File: src/rtl/lpd_pkg.sv
package lpd_pkg;
  typedef enum logic [1:0] {
    POL_BCAST  = 2'd0,
    POL_EVICT  = 2'd1,
    POL_COARSE = 2'd2
  } pol_e;
endpackage

File: src/rtl/lpd_present.sv
module lpd_present #(
  parameter int NPROC   = 16,
  parameter int NPTR    = 2,
  parameter int ID_W    = 4,
  parameter int CNT_W   = 2,
  parameter int GRP_LOG = 1,
  localparam int CV_W   = NPTR * ID_W
) (
  input  logic [CV_W-1:0]  store,
  input  logic [CNT_W-1:0] cnt,
  input  logic             bcast,
  input  logic             coarse,
  output logic [NPROC-1:0] present
);
  function automatic logic ptr_hit(input logic [CV_W-1:0] st, input logic [CNT_W-1:0] c,
                                   input int p);
    logic h;
    h = 1'b0;
    for (int k = 0; k < NPTR; k++)
      if (CNT_W'(k) < c && st[k*ID_W +: ID_W] == ID_W'(p)) h = 1'b1;
    return h;
  endfunction

  for (genvar p = 0; p < NPROC; p++) begin : g_proc
    localparam int G = p >> GRP_LOG;
    assign present[p] = bcast | (coarse & store[G]) |
                        (~bcast & ~coarse & ptr_hit(store, cnt, p));
  end
endmodule

File: src/rtl/lpd_update.sv
module lpd_update
  import lpd_pkg::*;
#(
  parameter int NPROC   = 16,
  parameter int NPTR    = 2,
  parameter int ID_W    = 4,
  parameter int CNT_W   = 2,
  parameter int RR_W    = 1,
  parameter int GRP_LOG = 1,
  localparam int CV_W   = NPTR * ID_W
) (
  input  logic [1:0]       policy,
  input  logic             req_valid,
  input  logic             req_write,
  input  logic [ID_W-1:0]  req_id,
  input  logic [CV_W-1:0]  store,
  input  logic [CNT_W-1:0] cnt,
  input  logic [RR_W-1:0]  rr,
  input  logic             bcast,
  input  logic             coarse,
  input  logic [NPROC-1:0] present,
  output logic [CV_W-1:0]  n_store,
  output logic [CNT_W-1:0] n_cnt,
  output logic [RR_W-1:0]  n_rr,
  output logic             n_bcast,
  output logic             n_coarse,
  output logic [NPROC-1:0] n_inv,
  output logic             ev_write,
  output logic             ev_hit,
  output logic             ev_add,
  output logic             ev_evict,
  output logic             ev_ovf
);
  function automatic logic [NPROC-1:0] onehot(input logic [ID_W-1:0] id);
    logic [NPROC-1:0] m;
    m = '0;
    m[id] = 1'b1;
    return m;
  endfunction

  function automatic logic [CV_W-1:0] coarse_pack(input logic [NPROC-1:0] pres,
                                                  input logic [ID_W-1:0] id);
    logic [CV_W-1:0] v;
    v = '0;
    for (int p = 0; p < NPROC; p++)
      if (pres[p] || id == ID_W'(p)) v[p >> GRP_LOG] = 1'b1;
    return v;
  endfunction

  always_comb begin
    n_store  = store;
    n_cnt    = cnt;
    n_rr     = rr;
    n_bcast  = bcast;
    n_coarse = coarse;
    n_inv    = '0;
    ev_write = 1'b0;
    ev_hit   = 1'b0;
    ev_add   = 1'b0;
    ev_evict = 1'b0;
    ev_ovf   = 1'b0;
    if (req_valid) begin
      if (req_write) begin
        ev_write = 1'b1;
        n_inv    = present & ~onehot(req_id);
        n_store  = '0;
        n_store[ID_W-1:0] = req_id;
        n_cnt    = CNT_W'(1);
        n_rr     = '0;
        n_bcast  = 1'b0;
        n_coarse = 1'b0;
      end else if (present[req_id]) begin
        ev_hit = 1'b1;
      end else if (coarse) begin
        for (int g = 0; g < CV_W; g++)
          if ((32'(req_id) >> GRP_LOG) == 32'(g)) n_store[g] = 1'b1;
      end else if (!bcast && cnt < CNT_W'(NPTR)) begin
        ev_add = 1'b1;
        for (int k = 0; k < NPTR; k++)
          if (CNT_W'(k) == cnt) n_store[k*ID_W +: ID_W] = req_id;
        n_cnt = cnt + CNT_W'(1);
      end else begin
        ev_ovf = 1'b1;
        case (pol_e'(policy))
          POL_EVICT: begin
            ev_evict = 1'b1;
            for (int k = 0; k < NPTR; k++)
              if (RR_W'(k) == rr) begin
                n_inv = onehot(store[k*ID_W +: ID_W]);
                n_store[k*ID_W +: ID_W] = req_id;
              end
            n_rr = (rr == RR_W'(NPTR - 1)) ? '0 : rr + RR_W'(1);
          end
          POL_COARSE: begin
            n_store  = coarse_pack(present, req_id);
            n_coarse = 1'b1;
          end
          default: n_bcast = 1'b1;  // codes 0 and 3
        endcase
      end
    end
  end
endmodule

File: src/rtl/lpd_entry.sv
module lpd_entry
  import lpd_pkg::*;
#(
  parameter int NPROC     = 16,
  parameter int NPTR      = 2,
  localparam int ID_W     = $clog2(NPROC),
  localparam int CNT_W    = $clog2(NPTR + 1),
  localparam int CV_W     = NPTR * ID_W,
  localparam int RR_W     = (NPTR > 1) ? $clog2(NPTR) : 1,
  localparam int GRP_RAW  = (NPROC + CV_W - 1) / CV_W,
  localparam int GRP_LOG  = $clog2(GRP_RAW)
) (
  input  logic             clk,
  input  logic             rst_n,
  input  logic [1:0]       policy,
  input  logic             req_valid,
  input  logic             req_write,
  input  logic [ID_W-1:0]  req_id,
  output logic             inv_valid,
  output logic [NPROC-1:0] inv_mask,
  output logic [CNT_W-1:0] sharer_cnt,
  output logic             ovf_bcast,
  output logic             ovf_coarse,
  output logic [CV_W-1:0]  ptr_bits,
  output logic [NPROC-1:0] present_mask
);
  localparam logic [CNT_W-1:0] CNT_MAX = CNT_W'(NPTR);

  logic [CV_W-1:0]  store_q, n_store;
  logic [CNT_W-1:0] cnt_q, n_cnt;
  logic [RR_W-1:0]  rr_q, n_rr;
  logic             bcast_q, coarse_q, n_bcast, n_coarse;
  logic [NPROC-1:0] n_inv, present;
  logic             ev_write, ev_hit, ev_add, ev_evict, ev_ovf;

  lpd_present #(.NPROC(NPROC), .NPTR(NPTR), .ID_W(ID_W), .CNT_W(CNT_W), .GRP_LOG(GRP_LOG))
  u_present (
    .store(store_q), .cnt(cnt_q), .bcast(bcast_q), .coarse(coarse_q), .present(present)
  );

  lpd_update #(.NPROC(NPROC), .NPTR(NPTR), .ID_W(ID_W), .CNT_W(CNT_W), .RR_W(RR_W),
               .GRP_LOG(GRP_LOG))
  u_update (
    .policy(policy), .req_valid(req_valid), .req_write(req_write), .req_id(req_id),
    .store(store_q), .cnt(cnt_q), .rr(rr_q), .bcast(bcast_q), .coarse(coarse_q),
    .present(present),
    .n_store(n_store), .n_cnt(n_cnt), .n_rr(n_rr), .n_bcast(n_bcast), .n_coarse(n_coarse),
    .n_inv(n_inv), .ev_write(ev_write), .ev_hit(ev_hit), .ev_add(ev_add),
    .ev_evict(ev_evict), .ev_ovf(ev_ovf)
  );

  always_ff @(posedge clk or negedge rst_n) begin
    if (!rst_n) begin
      store_q   <= '0;
      cnt_q     <= '0;
      rr_q      <= '0;
      bcast_q   <= 1'b0;
      coarse_q  <= 1'b0;
      inv_valid <= 1'b0;
      inv_mask  <= '0;
    end else begin
      store_q   <= n_store;
      cnt_q     <= n_cnt;
      rr_q      <= n_rr;
      bcast_q   <= n_bcast;
      coarse_q  <= n_coarse;
      inv_valid <= |n_inv;
      inv_mask  <= n_inv;
    end
  end

  assign sharer_cnt   = cnt_q;
  assign ovf_bcast    = bcast_q;
  assign ovf_coarse   = coarse_q;
  assign ptr_bits     = store_q;
  assign present_mask = present;

  assert_cnt_bound_R10: assert property (@(posedge clk) disable iff (!rst_n)
    (sharer_cnt <= CNT_MAX) && $onehot0({ovf_bcast, ovf_coarse}));

  assert_add_slot_R2: assert property (@(posedge clk) disable iff (!rst_n)
    ev_add |=> (sharer_cnt == $past(sharer_cnt) + CNT_W'(1)) && !inv_valid
               && present_mask[$past(req_id)]);

  assert_hit_quiet_R3: assert property (@(posedge clk) disable iff (!rst_n)
    ev_hit |=> $stable(ptr_bits) && $stable(sharer_cnt) && !inv_valid);

  assert_no_self_inv_R4: assert property (@(posedge clk) disable iff (!rst_n)
    ev_write |=> !inv_mask[$past(req_id)]);

  assert_inv_cause_R4: assert property (@(posedge clk) disable iff (!rst_n)
    inv_valid |-> $past(ev_write) || $past(ev_evict));

  assert_write_clear_R5: assert property (@(posedge clk) disable iff (!rst_n)
    ev_write |=> (sharer_cnt == CNT_W'(1)) && !ovf_bcast && !ovf_coarse
                 && (present_mask == (NPROC'(1) << $past(req_id))));

  assert_bcast_all_R6: assert property (@(posedge clk) disable iff (!rst_n)
    ovf_bcast |-> &present_mask);

  assert_evict_one_R7: assert property (@(posedge clk) disable iff (!rst_n)
    ev_evict |=> ($countones(inv_mask) == 1) && present_mask[$past(req_id)]
                 && !inv_mask[$past(req_id)]);

  assert_coarse_bound_R9: assert property (@(posedge clk) disable iff (!rst_n)
    (ev_write && ovf_coarse) |=> ($countones(inv_mask) < NPROC));

  assert_ovf_flag_R8: assert property (@(posedge clk) disable iff (!rst_n)
    (ev_ovf && !ev_evict) |=> (ovf_bcast || ovf_coarse));
endmodule

File: config.mk
export PLATFORM = sky130hd
export DESIGN_NAME = lpd_entry
export DESIGN_NICKNAME = d
export VERILOG_FILES = /design/src/rtl/lpd_pkg.sv /design/src/rtl/lpd_present.sv /design/src/rtl/lpd_update.sv /design/src/rtl/lpd_entry.sv
export SDC_FILE = /design/constraint.sdc
export NUM_CORES = 1
export LEC_CHECK = 0
export ABC_AREA = 1
export ABC_CLOCK_PERIOD_IN_PS = 2300
export BUFFER_PORTS_ARGS = -buffer_cell sky130_fd_sc_hd__buf_2
export CAP_MARGIN = 20
export CORE_UTILIZATION = 40
export DETAILED_ROUTE_END_ITERATION = 10
export PLACE_DENSITY_LB_ADDON = 0.05
export SYNTH_ARGS = -nofsm -noshare
export SYNTH_HDL_FRONTEND = slang
export SYNTH_SLANG_ARGS = --single-unit
File: constraint.sdc
create_clock -name clk -period 2.3 [get_ports clk]
set_input_delay 0.46 -clock clk [delete_from_list [all_inputs] [get_ports clk]]
set_output_delay 0.46 -clock clk [all_outputs]
set_load 0.1 [all_outputs]
==> results of run 1 <==
## power by group through the flow
stage | Sequential, uW | Combinational [uW] | Clock (uW)
final | 945 | 5580 | 474
after global routing | 965 | 5840 | 507
after CTS | 928 | 5150 | 482
after detailed placement | 934 | 5120 | 0
after global placement | 928 | 5110 | 0
after floorplan | 1910 | 2510 | 0
## stage by stage
stage / utilization [%] / cells / hold WS (ns) / setup slack, ns
floorplan: - / 477 / 0.164 / -0.459
global placement: 61.0 / 670 / 0.493 / -0.00584
detailed placement: 61.0 / 670 / 0.519 / -0.0700
CTS: 62.8 / 678 / 0.253 / -0.00228
global route: 67.7 / 695 / 0.271 / -0.145
finish: 67.7 / 695 / 0.207 / -0.0164
## routing by layer
metal / vias up / share of wire, %
li1: 1807 / -
met1: 1763 / 42
met2: 175 / 47
met3: 42 / 6.0
met4: 0 / 4.8
met5: - / 0
## worst paths after layout
kind                       cells past startpoint             to         from  slack (ns)
setup / recovery                              17    ptr_bits[1]  ptr_bits[4]       -0.02
hold / removal                                 1    ptr_bits[5]        rst_n        0.21
setup reg to reg                              17    ptr_bits[1]  ptr_bits[4]       -0.02
hold reg to reg                                2           rr_q         rr_q        0.54
max in group asynchronous                      1  sharer_cnt[1]        rst_n        1.52
min in group clk                               2           rr_q         rr_q        0.54
## layout make-up
type	count	area (sq um)	area share [%]
sequential	30	768	16.6
multi-input combinational	374	2240	48.4
clock buffer	6	82.6	1.78
timing repair buffer	134	1190	25.6
clock inverter	2	12.5	0.270
inverter	53	218	4.70
tap	96	120	2.60
## repair_timing
item	in CTS	in global routing
setup endpoints to repair	12	34
gates resized for setup	8	56
pin swaps	1	10
endpoints found under the hold margin	0	0
buffers inserted	0	16
gates cloned	0	1
## registers in the layout (all words and copies together), names as in the netlist
register    flops
rr_q            1
ovf_coarse      1
inv_valid       1
ptr_bits        8
sharer_cnt      2
ovf_bcast       1
inv_mask       16
## kinds of logic after synthesis
kind of cell | after synthesis
fa+ha+maj | 4
compound gates | 95
flops | 30
buf+inv | 73
simple gates | 275
## synthesized netlist by cell type (all sizes together)
cell type	count	area share (%)
nand3	38	7.3
inv	48	6.3
o211ai	8	2.1
dfrtp	30	26
o21ai	41	7.2
and2	17	3.7
clkinv	5	0.66
o21bai	1	0.66
nand4	4	0.88
a21o	1	0.26
buf	8	1.7
nand2	165	22
a21oi	10	1.8
nor2	49	6.7
or2	1	0.22
nor3	1	0.17
clkbuf	12	1.6
a31oi	12	2.6
ha	4	1.8
o31ai	12	3.2
a32oi	2	0.61
a22oi	8	2.1
==> summary.txt, run 1 <==
STA
  – RSZ-0062 raised after global routing: true
  – Setup Skew: 0.0102 ns
  – Final Worst Setup Slack: -0.0164 ns
  – Minimum clock period: 2.32 ns
  – Final worst-path cycle share: 101%
  – Slew HR: 50.5%
  – Setup-failing EPs final: 1
  – Fin. max-slew vios: 0
  – F_max: 432 MHz
  – Tightest Pin Transition: between 0.7 and 0.8 ns
  – Setup Total Neg Slack: -0.0164 ns
  – Final Hold Viols: 0

Routing
  – Residual DRC count: 0
  – Vias: approximately 3.8k
  – Wire per inst: 17.1 microns
  – Final wirelength: about 12000 microns
  – Detail-routed via count per cell: ~5.4
  – Initial DRC count: 262
  – Drt pass-1 iters: 4
  – Final antenna-violating net count: 0

GRT
  – GR Util met2: 53.5%
  – Number of global-route vias before repair: 3499
  – Met1 GRT Util: 41.2%
  – GRT Overall Usage: 32.3%
  – GR Util met3: 4.86%
  – Global-route wire length before repair: 18200 microns
  – GRT busiest layer: met2
  – Gr ovfl total: 0
  – Initial antenna violation count: 0
  – Largest net degree at the start of global routing: 31

Placement
  – PortBufs: 54
  – DP Area: 4170 sq um
  – Dpl hpwl: between 9000 and 10000 microns
  – GPL Wtd Cong: 0.949

Setup path
  – Critical-path maximum fanout: 5
  – Critical path class: reg2reg
  – WP data required: 2.48 ns
  – Buf+Inv Stages, Crit Path: 3
  – Worst path slowest cell: dfrtp_2
  – Slowest stage delay, CP: 0.46 ns
  – Critical Path AT: 2.49 ns
  – Top cell by count, worst path: nand2_1
  – Delay-heaviest family, CP: simple AND/OR/NAND/NOR gates
  – Worst Setup End Kind: flip-flop
  – Critical path cell sequence: buf_4, nand2_1, nor2_1, nand2_1, nand2_1, nand2_2, nand2_8, nand2_4, nand2_2, o21ai_2, nand3_2, o21bai_4, buf_12, buf_6, nand4_1, nand2_1, o21ai_2
  – Worst setup SP type: flip-flop

Pwr
  – Maximum vdd drop: 0.992 mV
  – Int Pwr: 2680 uW
  – Pleak: 0.00232 uW
  – Sequential Power Share: between 10% and 20%
  – Sw frac: 61.7%
  – Combinational Power Share: 79.7%
  – Tot Pwr: 7000 uW
  – Clock Power Share: approximately 6.8%
  – Psw: 4310 uW
  – PD cells: about 1500 nW/um^2

Cells and area
  – Filler cells: 614
  – Area Growth Syn to Fin: 62.0%
  – Ant. Diodes: 0
  – # nets final: 612
  – Commonest cells after routing, fill and taps aside: 119 x nand2_1, 73 x buf_4, 38 x buf_2
  – Commonest non-fill, non-tap cell in the layout: nand2_1
  – Final instance area: 4630 sq um
  – Layout cells sized above 1: 42.6%

Floorplan
  – Starting Density: 41.8%
  – Die footprint: 7490 sq um
  – I/O pin count: 55
  – Site Rows: 30
  – Die Y: roughly 87 microns
  – Die W: 86.5 microns
  – Core area: 6830 sq um

CTS
  – CTS Buffer Depth: 2
  – Num CTS Buffers: 5
  – Clock Sink Count: 30
  – CTS tree: yes
  – H-tree Lvls: 2
  – Worst-path clk slew: approximately 0.080 ns
  – Post-CTS Hold Buffers: 0
  – CTS root buffer: clkbuf_8
  – Worst-skew pair later-pin latency: 0.30 ns

Yosys
  – Syn Inst Count: 477
  – Simple-gate share of the synthesized area: 41.2%
  – Largest family of logic cells by synthesized area: simple AND/OR/NAND/NOR gates
  – Post-synthesis cell area: 2860 sq um
  – Sequential fraction of the synthesis area: 26.3%
  – Flops & latches, synth: 30
  – Post-synthesis compound-gate area fraction: 20.4%
  – Mux cell area share after synthesis: 0%
  – YS warnings: 0
  – Post-Synth Adder-Cell Area: 1.75%
  – Syn nets: ~490
  – Synth unique cells: 32
  – Post-synthesis xor/xnor area fraction: 0%
  – Mean Syn Cell Area: 5.99 sq um

Job
  – Max-Cap Viols: 0

Run status
  – Outcome: finished, violations left
  – Failing checks: setup timing

Hold path
  – Min-delay worst type: in2async
Note: power is estimated with default switching activity, not from simulation.
==> inputs of run 2 (changes only) <==
--- a/config.mk
+++ b/config.mk
@@ -7,7 +7,7 @@
 export LEC_CHECK = 0
 export ABC_AREA = 1
 export ABC_CLOCK_PERIOD_IN_PS = 2300
-export BUFFER_PORTS_ARGS = -buffer_cell sky130_fd_sc_hd__buf_2
+export BUFFER_PORTS_ARGS = -buffer_cell sky130_fd_sc_hd__clkbuf_2
 export CAP_MARGIN = 20
 export CORE_UTILIZATION = 40
 export DETAILED_ROUTE_END_ITERATION = 10
==> summary.txt, run 2 (synthesis gave the netlist of run 1 again) <==
Run status
  – Outcome: finished, violations left (unchanged)
  – Failing checks: setup timing (unchanged)

STA
  – F_max: 426 MHz (was 432 MHz)
  – RSZ-0062 raised after global routing: true (unchanged)
  – Setup-failing EPs final: 9 (was 1)
  – Final Worst Setup Slack: -0.0495 ns (was -0.0164 ns)
  – Setup Skew: 0.0119 ns (was 0.0102 ns)
  – Final worst-path cycle share: 102% (was 101%)
  – Minimum clock period: 2.35 ns (was 2.32 ns)
  – Final Hold Viols: 0 (unchanged)
  – Fin. max-slew vios: 0 (unchanged)
  – Setup Total Neg Slack: -0.260 ns (was -0.0164 ns)
  – Tightest Pin Transition: 0.544 ns (was 0.743 ns)
  – Slew HR: 63.9% (was 50.5%)

Setup path
  – Critical Path AT: 2.54 ns (was 2.49 ns)
  – WP data required: 2.49 ns (was 2.48 ns)
  – FF-to-FF End: ptr_bits[0] (was ptr_bits[1])
  – Worst Setup End Kind: flip-flop (unchanged)
  – Worst setup SP type: flip-flop (unchanged)
  – Reg2reg setup slack: -0.05 ns (was -0.02 ns)
  – RR Startpoint: sharer_cnt[1] (was ptr_bits[4])
  – Critical path class: reg2reg (unchanged)
  – R2R cell count: 16 (was 17)
  – Critical path origin: sharer_cnt[1] (was ptr_bits[4])
  – Critical-path maximum fanout: 17 (was 5)

CTS
  – Worst-path clk slew: 0.08 ns (about the same)
  – CTS root buffer: clkbuf_8 (unchanged)
  – Clock Sink Count: 30 (unchanged)
  – Post-CTS Hold Buffers: 0 (unchanged)
  – Num CTS Buffers: 5 (unchanged)
  – CTS Buffer Depth: 2 (unchanged)
  – CTS tree: yes (unchanged)
  – Worst-skew pair later-pin latency: 0.30 ns (about the same)
  – H-tree Lvls: 2 (unchanged)

Routing
  – Drt pass-1 iters: 5 (was 4)
  – Top layer reached by signal wires: met4 (unchanged)
  – Wire per inst: 16.8 microns (was 17.1 microns)
  – Length of routed met3 wiring: 829 microns (was 714 microns)
  – Met1 WL: 4780 microns (was 5020 microns)
  – Initial DRC count: 309 (was 262)
  – Vias: 3776 (was 3787)
  – WL met2: 5320 microns (was 5560 microns)
  – Final antenna-violating net count: 0 (unchanged)
  – Residual DRC count: 0 (unchanged)
  – Detail-routed via count per cell: 5.58 (was 5.45)
  – Final wirelength: 11400 microns (was 11900 microns)

GRT
  – Gr ovfl total: 0 (unchanged)
  – Largest net degree at the start of global routing: 35 (was 31)
  – Global-route wire length before repair: 18100 microns (was 18200 microns)
  – Number of global-route vias before repair: 3505 (was 3499)
  – GRT Overall Usage: 31.9% (was 32.3%)
  – Initial antenna violation count: 0 (unchanged)

Cells and area
  – Commonest non-fill, non-tap cell in the layout: nand2_1 (unchanged)
  – Post-layout util: 63.7% (was 67.7%)
  – Number of standard cells in the final layout excluding fillers: 677 (was 695)
  – Filler cells: 668 (was 614)
  – Area Growth Syn to Fin: 52.3% (was 62.0%)
  – # nets final: 594 (was 612)
  – Commonest cells after routing, fill and taps aside: 129 x nand2_1, 58 x buf_4, 38 x clkbuf_2 (was 119 x nand2_1, 73 x buf_4, 38 x buf_2)
  – Most flops, register: inv_mask (unchanged)
  – Largest register FFs: 16 (unchanged)
  – Layout cells sized above 1: 38.2% (was 42.6%)
  – Ant. Diodes: 0 (unchanged)

Placement
  – Placed cell count: 662 (was 670)
  – Dpl hpwl: 8880 microns (was 9300 microns)
  – GPL Wtd Cong: 0.950 (was 0.949)
  – PortBufs: 54 (unchanged)

Floorplan
  – I/O pin count: 55 (unchanged)
  – Die W: 86.5 microns (unchanged)
  – Die Y: 86.5 microns (unchanged)
  – Site Rows: 30 (unchanged)
  – Die footprint: 7490 sq um (unchanged)
  – Core area: 6830 sq um (unchanged)
  – Starting Density: 41.8% (unchanged)

Pwr
  – Maximum vdd drop: 1.29 mV (was 0.992 mV)
  – PD cells: 1540 nW/um^2 (was 1510 nW/um^2)
  – Pleak: 0.00219 uW (was 0.00232 uW)

Job
  – Max-Cap Viols: 0 (unchanged)

Hold path
  – Min-delay worst type: in2async (unchanged)
==> run 2: power breakdown <==
group,internal (uW),total (uW),switching (uW)
Clock,240,468,227
Sequential,700,942,242
Combinational,1560,5310,3740
Total,2500,6720,4210
==> run 2: final cells by class <==
type                    instances  area (sq um)  area share (%)
clock buffers                   6          82.6            1.90
clock inverters                 2          12.5           0.287
inverters                      53           210            4.83
multi-input cells             374          2170            49.8
flip-flops and latches         30           768            17.6
well taps                      96           120            2.76
repair buffers                116           991            22.8
==> run 2: metal layers <==
| metal | up-vias | track usage [%] |
|---|---|---|
| li1 | 1778 | - |
| met1 | 1747 | 41.8 |
| met2 | 216 | 53.1 |
| met3 | 35 | 3.33 |
| met4 | 0 | 14.1 |
| met5 | - | 0 |
==> run 2: how the worst max path moves through the flow <==
stage	slack (ns)	cells past startpoint	endpoint
floorplan	-0.46	19	ptr_bits[2]
global placement	-0.02	16	ptr_bits[0]
detailed placement	-0.03	16	ptr_bits[0]
CTS	-0.02	16	ptr_bits[0]
global route	-0.15	16	ptr_bits[3]
finish	-0.05	16	ptr_bits[0]
==> run 2: worst max-delay path, stage by stage (launching register included) <==
cell and delay, ns:
dfrtp_4 0.49, inv_4 0.07, ha_4 0.15, inv_8 0.07, nand3_2 0.07, nand2_1 0.07
nand2_2 0.12, nand2_8 0.07, nand2_1 0.07, nand2_1 0.06, o21ai_2 0.16, nand3_2 0.12
o21bai_4 0.26, buf_6 0.18, nand3_4 0.09, o21ai_2 0.12, nand2_1 0.07
==> run 2: what timing repair did <==
item,4_1_cts,5_1_grt
setup buffers,0,6
cloned,0,1
pin swaps,0,9
resized for setup,6,37
endpoints found under the setup margin,25,34
==> run 2: metrics by stage <==
step | setup WS (ns) | power, uW | hold WS, ns | instance area (sq um)
floorplan | -0.459 | 4420 | 0.164 | 3170
global placement | -0.0201 | 5950 | 0.407 | 4100
detailed placement | -0.0347 | 5970 | 0.419 | 4100
CTS | -0.0210 | 6470 | 0.0981 | 4210
global route | -0.149 | 7040 | 0.116 | 4350
finish | -0.0495 | 6720 | 0.0993 | 4350
